[config.mk]
export PLATFORM = sky130hd
export DESIGN_NAME = brk_array_mul
export DESIGN_NICKNAME = d
export VERILOG_FILES = /design/src/rtl/brk_mul_pkg.sv /design/src/rtl/brk_and_cell.sv /design/src/rtl/brk_fa_cell.sv /design/src/rtl/brk_ripple_merge.sv /design/src/rtl/brk_csa_array.sv /design/src/rtl/brk_array_mul.sv
export SDC_FILE = /design/constraint.sdc
export NUM_CORES = 1
export LEC_CHECK = 0
export ABC_AREA = 1
export CAP_MARGIN = 10
export CORE_MARGIN = 2
export CORE_UTILIZATION = 55
export DETAILED_ROUTE_END_ITERATION = 16
export MAX_ROUTING_LAYER = met4
export PLACE_DENSITY = 0.81
export REMOVE_ABC_BUFFERS = 1
export SLEW_MARGIN = 10
export SYNTH_ARGS = -nofsm -noshare
export SYNTH_HDL_FRONTEND = slang
export SYNTH_SLANG_ARGS = --single-unit
[constraint.sdc]
create_clock -name vclk -period 17.8
set_clock_uncertainty 0.15 [all_clocks]
set_input_delay 3.56 -clock vclk [all_inputs]
set_output_delay 3.56 -clock vclk [all_outputs]
set_load 0.005 [all_outputs]
[src/rtl/brk_mul_pkg.sv]
package brk_mul_pkg;
   // A cell at row r (multiplier bit) and column c (multiplicand bit) survives
   // when it lies on or below the row cut and its weight reaches the column cut.
   function automatic bit cell_kept(input int r, input int c, input int row_cut, input int col_cut);
      return (r >= row_cut) && ((r + c) >= col_cut);
   endfunction

   // Lowest product position that any kept cell can reach.
   function automatic int zero_floor(input int row_cut, input int col_cut);
      return (row_cut > col_cut) ? row_cut : col_cut;
   endfunction
endpackage

[src/rtl/brk_and_cell.sv]
module brk_and_cell (
   input  logic mcand_bit,
   input  logic mplier_bit,
   output logic sum_out
);
   timeunit 1ns; timeprecision 1ps;
   // Head of the array: nothing arrives from above, so the cell is a bare AND.
   assign sum_out = mcand_bit & mplier_bit;
endmodule

[src/rtl/brk_fa_cell.sv]
module brk_fa_cell (
   input  logic mcand_bit,
   input  logic mplier_bit,
   input  logic sum_in,
   input  logic carry_in,
   output logic sum_out,
   output logic carry_out
);
   timeunit 1ns; timeprecision 1ps;
   logic pp;
   assign pp        = mcand_bit & mplier_bit;
   assign sum_out   = pp ^ sum_in ^ carry_in;
   assign carry_out = (pp & sum_in) | (pp & carry_in) | (sum_in & carry_in);
endmodule

[src/rtl/brk_ripple_merge.sv]
module brk_ripple_merge #(
   parameter int W = 8
) (
   input  logic [W-1:0] x,
   input  logic [W-1:0] y,
   output logic [W-1:0] s
);
   timeunit 1ns; timeprecision 1ps;
   logic [W-1:0] cy;
   assign cy[0] = 1'b0;
   for (genvar k = 0; k < W; k++) begin : g_bit
      assign s[k] = x[k] ^ y[k] ^ cy[k];
      // The top stage drives no carry: the product width already bounds the sum.
      if (k < W - 1) begin : g_cy
         assign cy[k+1] = (x[k] & y[k]) | (x[k] & cy[k]) | (y[k] & cy[k]);
      end
   end
endmodule

[src/rtl/brk_csa_array.sv]
module brk_csa_array
   import brk_mul_pkg::*;
#(
   parameter int M       = 8,
   parameter int N       = 8,
   parameter int ROW_CUT = 0,
   parameter int COL_CUT = 0
) (
   input  logic [M-1:0] mcand,
   input  logic [N-1:0] mplier,
   output logic [N-1:0] low_bits,
   output logic [M-1:0] sum_vec,
   output logic [M-1:0] carry_vec
);
   timeunit 1ns; timeprecision 1ps;
   // Row r: sum bit c has weight r+c, carry bit c has weight r+c+1.
   logic [M-1:0] row_sum   [N];
   logic [M-1:0] row_carry [N];

   for (genvar r = 0; r < N; r++) begin : g_row
      for (genvar c = 0; c < M; c++) begin : g_col
         localparam bit KEEP  = cell_kept(r, c, ROW_CUT, COL_CUT);
         localparam bit FIRST = (r == ROW_CUT);
         if (!KEEP) begin : g_cut
            assign row_sum[r][c]   = 1'b0;
            assign row_carry[r][c] = 1'b0;
         end else if (FIRST) begin : g_head
            brk_and_cell i_cell (
               .mcand_bit (mcand[c]),
               .mplier_bit(mplier[r]),
               .sum_out   (row_sum[r][c])
            );
            assign row_carry[r][c] = 1'b0;
         end else begin : g_body
            logic sin;
            if (c < M - 1) begin : g_mid
               assign sin = row_sum[r-1][c+1];
            end else begin : g_edge
               assign sin = 1'b0;
            end
            brk_fa_cell i_cell (
               .mcand_bit (mcand[c]),
               .mplier_bit(mplier[r]),
               .sum_in    (sin),
               .carry_in  (row_carry[r-1][c]),
               .sum_out   (row_sum[r][c]),
               .carry_out (row_carry[r][c])
            );
         end
      end
      assign low_bits[r] = row_sum[r][0];
   end

   assign sum_vec   = {1'b0, row_sum[N-1][M-1:1]};
   assign carry_vec = row_carry[N-1];
endmodule

[src/rtl/brk_array_mul.sv]
module brk_array_mul #(
   parameter int MCAND_W  = 8,
   parameter int MPLIER_W = 8,
   parameter int ROW_CUT  = 0,
   parameter int COL_CUT  = 0
) (
   input  logic [MCAND_W-1:0]          mcand,
   input  logic [MPLIER_W-1:0]         mplier,
   output logic [MCAND_W+MPLIER_W-1:0] product
);
   timeunit 1ns; timeprecision 1ps;
   localparam int PROD_W = MCAND_W + MPLIER_W;

   if (MCAND_W < 2 || MPLIER_W < 2) begin : g_bad_width
      $error("brk_array_mul: operand widths must be at least 2");
   end
   if (ROW_CUT < 0 || ROW_CUT >= MPLIER_W) begin : g_bad_row
      $error("brk_array_mul: ROW_CUT must lie in [0, MPLIER_W)");
   end
   if (COL_CUT < 0 || COL_CUT >= MPLIER_W) begin : g_bad_col
      $error("brk_array_mul: COL_CUT must lie in [0, MPLIER_W)");
   end

   logic [MPLIER_W-1:0] low_bits;
   logic [MCAND_W-1:0]  sum_vec;
   logic [MCAND_W-1:0]  carry_vec;
   logic [MCAND_W-1:0]  high_bits;

   brk_csa_array #(
      .M(MCAND_W), .N(MPLIER_W), .ROW_CUT(ROW_CUT), .COL_CUT(COL_CUT)
   ) i_array (
      .mcand    (mcand),
      .mplier   (mplier),
      .low_bits (low_bits),
      .sum_vec  (sum_vec),
      .carry_vec(carry_vec)
   );

   brk_ripple_merge #(.W(MCAND_W)) i_merge (
      .x(sum_vec),
      .y(carry_vec),
      .s(high_bits)
   );

   assign product = PROD_W'({high_bits, low_bits});
endmodule

# Yosys cells after proc, flatten, opt, wreduce, memory -nomap -nowiden
# Index checks and enable logic that the tools add are counted.
# Widths: inputs -> output; s select.
# classes
bitwise_logic,416
# ops
op,count
$and 1x1->1,216
$xor 1x1->1,104
$or 1x1->1,96
# totals
reg_bits,0
in_bits,16
output_inout_bits,16
word_cells,416

# Depth between registers and ports, before layout
# Gate-level depths: netlist (run 1).
# depth
word_depth,39
mapped_depth,21
depth_no_buf,20

# Cells and area by module
# A second synthesis (run 1) with hierarchy kept.
# unflattened
hier_cells,378
area_unflattened_um2,2473.6
# modules_own_cells
module,instances,cells_each,area_each_um2
brk_fa_cell,56,6,38.8
brk_ripple_merge,1,16,170.2
brk_csa_array,1,10,71.3
brk_and_cell,8,2,7.5

# Least setup slack after synthesis (run 1)
# OpenSTA, ideal clock, no wires.
# synth_path
path_kind,in2out
startpoint,in mplier[1]
endpoint,out product[14]
arrival_ns,9.631
setup_slack_ns,4.459
stages,21
path_buffers,1
cell_sequence,buf_2 > nand2_1 > inv_1 > ha_1 > inv_1 > fa_1 > inv_1 > fa_1 > fa_1 > fa_1 > fa_1 > inv_1 > fa_1 > inv_1 > ha_1 > fa_1 > fa_1 > fa_1 > fa_1 > fa_1 > fa_1
# synth_via
elab_chain_cells,37
word_cells_on_any_way,321
# synth_rtl
item,line_no,text
"start, declared",brk_array_mul.sv:8,"input logic [MPLIER_W-1:0] mplier,"
$and 1x1->1,brk_fa_cell.sv:11,assign pp = mcand_bit & mplier_bit;
$xor 1x1->1 or $and 1x1->1 (tied branches),"brk_fa_cell.sv:12, brk_fa_cell.sv:13",
$and 1x1->1,brk_fa_cell.sv:13,assign carry_out = (pp & sum_in) | (pp & carry_in) | (sum_in & carry_in);
$or 1x1->1 (2 in series),brk_fa_cell.sv:13,
$and 1x1->1,brk_fa_cell.sv:13,
$or 1x1->1 (2 in series),brk_fa_cell.sv:13,
$and 1x1->1,brk_fa_cell.sv:13,
$or 1x1->1 (2 in series),brk_fa_cell.sv:13,
[14 not listed],--,
$or 1x1->1 (2 in series),brk_ripple_merge.sv:15,assign cy[k+1] = (x[k] & y[k]) | (x[k] & cy[k]) | (y[k] & cy[k]);
$and 1x1->1,brk_ripple_merge.sv:15,
$or 1x1->1 (2 in series),brk_ripple_merge.sv:15,
$and 1x1->1,brk_ripple_merge.sv:15,
$or 1x1->1 (2 in series),brk_ripple_merge.sv:15,
$and 1x1->1,brk_ripple_merge.sv:15,
$or 1x1->1 (2 in series),brk_ripple_merge.sv:15,
$xor 1x1->1 *,brk_ripple_merge.sv:12,assign s[k] = x[k] ^ y[k] ^ cy[k];
"end, declared",brk_array_mul.sv:9,output logic [MCAND_W+MPLIER_W-1:0] product
# Mark *: on every way between the ends. The rest lies on a longest branch, timed or not.

# Final worst setup path (run 1)
# Ends and elaborated chain as after synthesis.

==> results of run 1 <==
-- worst max-delay path, stage by stage --
cell             delay [ns]
clkdlybuf4s50_1        0.55
nand2_1                0.13
inv_1                  0.05
ha_1                   0.27
inv_1                  0.05
fa_1                   0.49
inv_1                  0.05
fa_1                   0.53
fa_1                   0.44
fa_1                   0.42
fa_1                   0.49
inv_1                  0.05
fa_1                   0.49
inv_1                  0.04
ha_1                   0.19
fa_1                   0.37
fa_1                   0.38
fa_1                   0.38
fa_1                   0.39
fa_1                   0.38
fa_1                   0.49
clkdlybuf4s50_1        0.50
-- metrics by stage --
stage	instances	power (mW)
after global placement	276	0.183
after CTS	276	0.190
after global routing	276	0.211
final	276	0.184
after detailed placement	276	0.189
after floorplan	200	0.0986
-- report_power, final --
part / internal, mW / switching (mW)
combinational: 0.108 / 0.0761
clock: 0 / 0
sequential: 0 / 0
total: 0.108 / 0.0761
-- layout make-up --
class | count | area share (%)
repair buffers | 32 | 16.2
inverters | 80 | 15.2
multi-input cells | 120 | 65.8
well taps | 44 | 2.78
-- logic make-up after synthesis --
family / after synthesis
buf+inv: 104
simple gates: 64
fa+ha+maj: 56
-- per-layer routing --
layer	vias to the layer above	part of all wire, %	wire [um]
li1	592	-	-
met1	601	41	1070
met3	0	3.1	81
met4	0	0	0
met2	22	56	1470
met5	-	0	0
-- synth_stat cells, drive strengths merged --
cell type   n
fa         48
ha          8
inv        80
buf        24
nand2      64
-- how the worst min path moves through the flow --
stage / startpoint / to / slack [ns] / cells past startpoint
after floorplan: mcand[0] / product[0] / 7.04 / 2
after global placement: mcand[0] / product[0] / 8.11 / 4
after detailed placement: mcand[0] / product[0] / 8.11 / 4
after CTS: mcand[0] / product[0] / 8.12 / 4
after global routing: mcand[0] / product[0] / 8.19 / 4
final: mcand[0] / product[0] / 8.10 / 4
==> summary by stage, run 1 <==
Route
The first detailed-routing pass ran for 4 iterations. For this block, the routed nets add up to 2620 um of wire. The total number of vias is 1,215. For this block, the initial DRC count from the detailed router was 15. The routed length per instance is 9.50 um. The antenna violation net count after detailed routing is 0. The number of vias per cell is 4.40. The final routed DRC violation total is 0.

Synth
The proportion of synthesized area in mux cells is 0%. The XOR/XNOR share of the synthesized area is 0%. After synthesis, the largest family of logic cells by area is adder cells. After Yosys synthesis, and, or, nand and nor cells account for 13.8% of the synthesized area. In this run the mean area of a mapped cell was 7.78 sq um. The adder-cell share of the synthesized area is 60.9%. After synthesis, flip-flops and latches occupy 0% of the total area.

Synthesis produced 224 cells. The share of the synthesized area in compound gates (AO/OA/AOI/OAI) is 0%. The largest area contributor in the netlist is fa_1. The Yosys step of the flow raised 0 warnings.

The portion of synthesized cell area occupied by the leading cell type is 55.2%. The cell area after technology mapping is 1740 sq um. Sorting the synthesized cells by area gives the leading types as fa_1 55%, inv_1 17%, nand2_1 14%, ha_1 5.7%, buf_2 4.6%. Yosys mapped the design onto 6 distinct sky130hd cell types.

Clock network
The number of buffers inserted for hold repair after clock tree synthesis is 0. The buffer count from post-CTS setup fixing is 0. Once the clock tree was built, the resizer swapped 0 gates to a different size.

Cells and area
The total number of nets in the final design is 306. There are 0 flip-flops and latches. The number of antenna diodes in the final layout is 0.

The top cell types in the final layout, fill and taps aside, are 80 x inv_1, 64 x nand2_1, 48 x fa_1, 32 x clkdlybuf4s50_1, 8 x ha_1. The fill cell total of the finished layout is 270. The post-route core utilization is 65.3%.

Counting the clock-network buffers in the layout gives 0. Of the cells placed in the final design, the portion with a size suffix greater than 1 is 0%. Across the whole layout, storage elements account for 0 sq um.

The most common cell after layout, fill and taps aside is inv_1. In the final layout, the multi-input gates occupy 1300 sq um. The area growth from synthesis to final layout is 13.5%. The area of all placed cells without fillers is 1980 sq um.

Timing
Setup repair after global routing left no endpoint under its margin. Once routing completed, OpenROAD measured the worst setup slack at 3.39 ns. The achievable clock frequency is 69.4 MHz. The final-report hold violation count is 0. Hold is met by 8.10 ns. The minimum period implied by the final worst setup slack is 14.41 ns. The tightest slew margin relative to the limit is 78.3%. Setup total negative slack on the finished layout was measured at 0 ns.

The count of final setup violators is 0. The count of pins over their slew limit came to 0. The slew at the pin closest to its max-slew limit is 0.324 ns.

Of the available clock period, the critical path in the final layout requires 81.0%.

Global routing
The layer with the highest usage is met2. The via count of the first global-routing pass is 1,222. Global routing used 34.6% of the available met2 tracks. Entering global routing, the biggest net connects 9 pins. The total overflow left after global routing is 0.

The initial antenna violation count is 0. For met3 alone, demand over resource in global routing was 0%. The first global-routing pass estimated 4860 um of wire. For this run, the total global-route usage over all layers was measured as 17.7%. In the global route stage, met1 resource usage came out at 21.8%.

Floorplan
The die extent in x is 60.3 um. The core region is 3030 sq um. The initial utilization of the core area, before any placement, comes to 57.5%. After floorplanning, the core was divided into 20 placement rows. In this run the vertical extent of the chip is 60.3 um. The total I/O pin count is 32. The die covers 3630 sq um.

Power
Dividing total power by cell area gives a power density of 93.3 nW/um^2. The reported leakage power is 1.27 nW. The maximum resistive drop on vdd is 106 uV.

Place
The weighted congestion at the end of routability-driven global placement is 0.763. The count of input and output buffers is 32. The HPWL after detailed placement is 2440 um.

Summing all placed instances gives a cell area of 1980 sq um. At the placement stage, the worst setup path has a slack of 3.36 ns.

Critical path
The largest fanout on the critical path is 8. The nature of the critical path startpoint is an input port. In this run the worst setup path begins at mplier[1]. The capturing element type of the critical path is a primary output. Data arrives at the worst endpoint at 10.70 ns. The most critical setup path has its endpoint at product[14]. Data on the critical path is required at its endpoint by 14.09 ns. By startpoint and endpoint, the worst setup path is classified as in -> out.

Flow run
Max-cap violations in this run came to 0.

Hold path
The kind of path behind the tightest hold check is in -> out.

Run status
The flow ran to the end, and the final reports show no timing, DRC or antenna violations.
(Power assumes the default switching activity.)
==> inputs of run 2 (changes only) <==
CORE_UTILIZATION = 51   (was 55)
PLACE_DENSITY = 0.79   (was 0.81)
clock period = 11.8 ns   (was 17.8 ns; I/O delays follow)
==> summary by stage, run 2 (synthesis results as in run 1) <==
Timing
The slew at the pin closest to its max-slew limit was 0.322 ns (was 0.324 ns). The worst path setup slack after routing is 0.282 ns (was 3.39 ns). The final-report hold violation count was 0 (unchanged). The minimum period implied by the final worst setup slack is 11.52 ns. The tightest slew margin relative to the limit came to 78.5% (was 78.3%).

The count of pins over their slew limit is 0 (unchanged). For this run, the top clock speed supported by timing is 86.8 MHz. The count of final setup violators came to 0 (unchanged). The post-route setup TNS is 0 ns (unchanged). The share of the cycle needed by the critical path after routing is 97.6%. RSZ-0062 raised after global routing: no (unchanged).

Route
The wire length after detailed routing came to 2860 um (was 2620 um). The first-pass iteration count of the detailed router is 4 (unchanged). The final routed DRC violation total is 0 (unchanged). The antenna violation net count after detailed routing is 0 (unchanged). The total number of vias is 1,242 (was 1,215). The routed length per instance was 10.0 um (was 9.50 um). The number of vias per cell is 4.34 (was 4.40).

The detailed router's first-iteration violation count is 28 (was 15).

Cells and area
The fraction of final layout cells with drive strength greater than 1 was 5.83% (was 0%). The area of all placed cells without fillers is 2060 sq um (was 1980 sq um). The post-route core utilization was 62.1% (was 65.3%). The antenna diode instance count is 0 (unchanged). Top library cells by usage in the layout, fill and taps aside: 80 x inv_1, 64 x nand2_1, 42 x fa_1, 27 x clkdlybuf4s50_1 (was 80 x inv_1, 64 x nand2_1, 48 x fa_1, 32 x clkdlybuf4s50_1, 8 x ha_1).

The number of sequential storage elements is 0 (unchanged). The total number of nets in the final design is 314 (was 306). The area growth from synthesis to final layout is 18.0% (was 13.5%). The sequential cell area in the final layout was 0 sq um (unchanged). The most common cell after layout, fill and taps aside is inv_1 (unchanged). The number of clock buffer instances in the layout was 0 (unchanged).

Global routing
The via count of the first global-routing pass is 1,422 (was 1,222). The initial antenna violation count is 0 (unchanged). The global router's overall resource usage is 17.6% (was 17.7%). The residual overflow from global routing is 0 (unchanged). The maximum number of pins on one net before global-route repair is 9 (unchanged). The first-pass GRT wire length is 5630 um (was 4860 um).

Hold path
The kind of path behind the tightest hold check was in -> out (unchanged).

Floorplan
The total I/O pin count came to 32 (unchanged). The initial core utilization is 52.6% (was 57.5%). The core area is 3310 sq um (was 3030 sq um). The site row count is 21 (was 20).

The die outline area is 3900 sq um (was 3630 sq um). The die extent in x is 62.4 um (was 60.3 um). The vertical die dimension was 62.4 um (was 60.3 um).

Clock network
The buffer count from post-CTS setup fixing was 0 (unchanged).

Power
The maximum resistive drop on vdd is 100 uV (was 106 uV). The register share of total power is 0% (about the same). The fraction of power consumed by combinational cells is 100.0% (about the same). The net load switching power is 0.118 mW (was 0.0761 mW). The power density normalized to cell area is 139 nW/um^2 (was 93.3 nW/um^2).

The cell-internal power is 0.168 mW (was 0.108 mW). The part of the power in the clock network is 0% (about the same). The fraction of power spent switching nets is 41.3% (about the same). The reported leakage power is 1.33 nW (was 1.27 nW).

Place
The half-perimeter wire length after placement is 2700 um (was 2440 um). The count of input and output buffers is 32 (unchanged). The instance area after placement was 2040 sq um (was 1980 sq um). The worst slack after detailed placement is -0.186 ns (was 3.36 ns). The weighted congestion at the end of routability-driven global placement was 0.765 (was 0.763).

Critical path
The data required time at the worst endpoint is 9.29 ns (was 14.09 ns). The type of the worst setup path is in -> out (unchanged). The largest fanout on the critical path was 2 (was 8). The endpoint arrival time on the critical path was 9.01 ns (was 10.70 ns).

The nature of the critical path startpoint was an input port (unchanged). The capturing element type of the critical path is a primary output (unchanged).

Flow run
The reported max-cap violation count is 0 (unchanged).

Run status
Result of the run: completed (unchanged).
run 2: changes by cell type in the layout (fill, tap and decap cells not counted), sizes merged:
cell           previous run  this run
clkdlybuf4s50            32        27
dlygate4sd2               0         3
buf                       0         8
dlymetal6s2s              0         2
run 2: critical path, cell delays in order:
cell	delay, ns
clkdlybuf4s50_1	0.43
nand2_1	0.07
inv_1	0.04
ha_1	0.25
inv_1	0.05
fa_1	0.50
inv_1	0.05
fa_2	0.34
fa_1	0.57
fa_1	0.45
fa_1	0.51
inv_1	0.05
fa_1	0.50
inv_1	0.05
ha_1	0.20
fa_1	0.38
fa_2	0.35
fa_2	0.34
fa_1	0.38
fa_2	0.34
fa_1	0.35
clkdlybuf4s50_1	0.45
run 2: final timing paths:
| path | start | to | cells after the start |
|---|---|---|---|
| worst max-delay path | mcand[7] | product[15] | 22 |
| worst min-delay path | mplier[0] | product[0] | 5 |
run 2: layout make-up:
type               instances  area [sq um]
well taps                 46          57.6
fillers                  317          1250
multi-input cells        120          1320
inverters                 80           300
repair buffers            40           382
run 2: timing repair:
action,4_1_cts,5_1_grt
hold buffers,0,0
gates resized for setup,6,5
endpoints found under the setup margin,2,2
pin swaps,2,2
gates cloned,0,0
run 2: power groups by stage:
stage | logic [mW] | clock network (mW) | registers [mW]
after floorplan | 0.149 | 0 | 0
after global placement | 0.281 | 0 | 0
after detailed placement | 0.291 | 0 | 0
after CTS | 0.295 | 0 | 0
after global routing | 0.330 | 0 | 0
final | 0.286 | 0 | 0
run 2: per-stage QoR:
step                      cells  power [mW]  hold WS [ns]
after floorplan             200       0.149          4.64
after global placement      286       0.281          5.70
after detailed placement    286       0.291          5.70
after CTS                   286       0.295          5.52
after global routing        286       0.330          5.56
final                       286       0.286          5.51
run 2: layer usage:
metal | global-route usage, % | share of wire (%)
met1 | 22.0 | 40
met4 | 0 | 0
met3 | 0.721 | 3.1
met2 | 33.9 | 57
met5 | - | 0
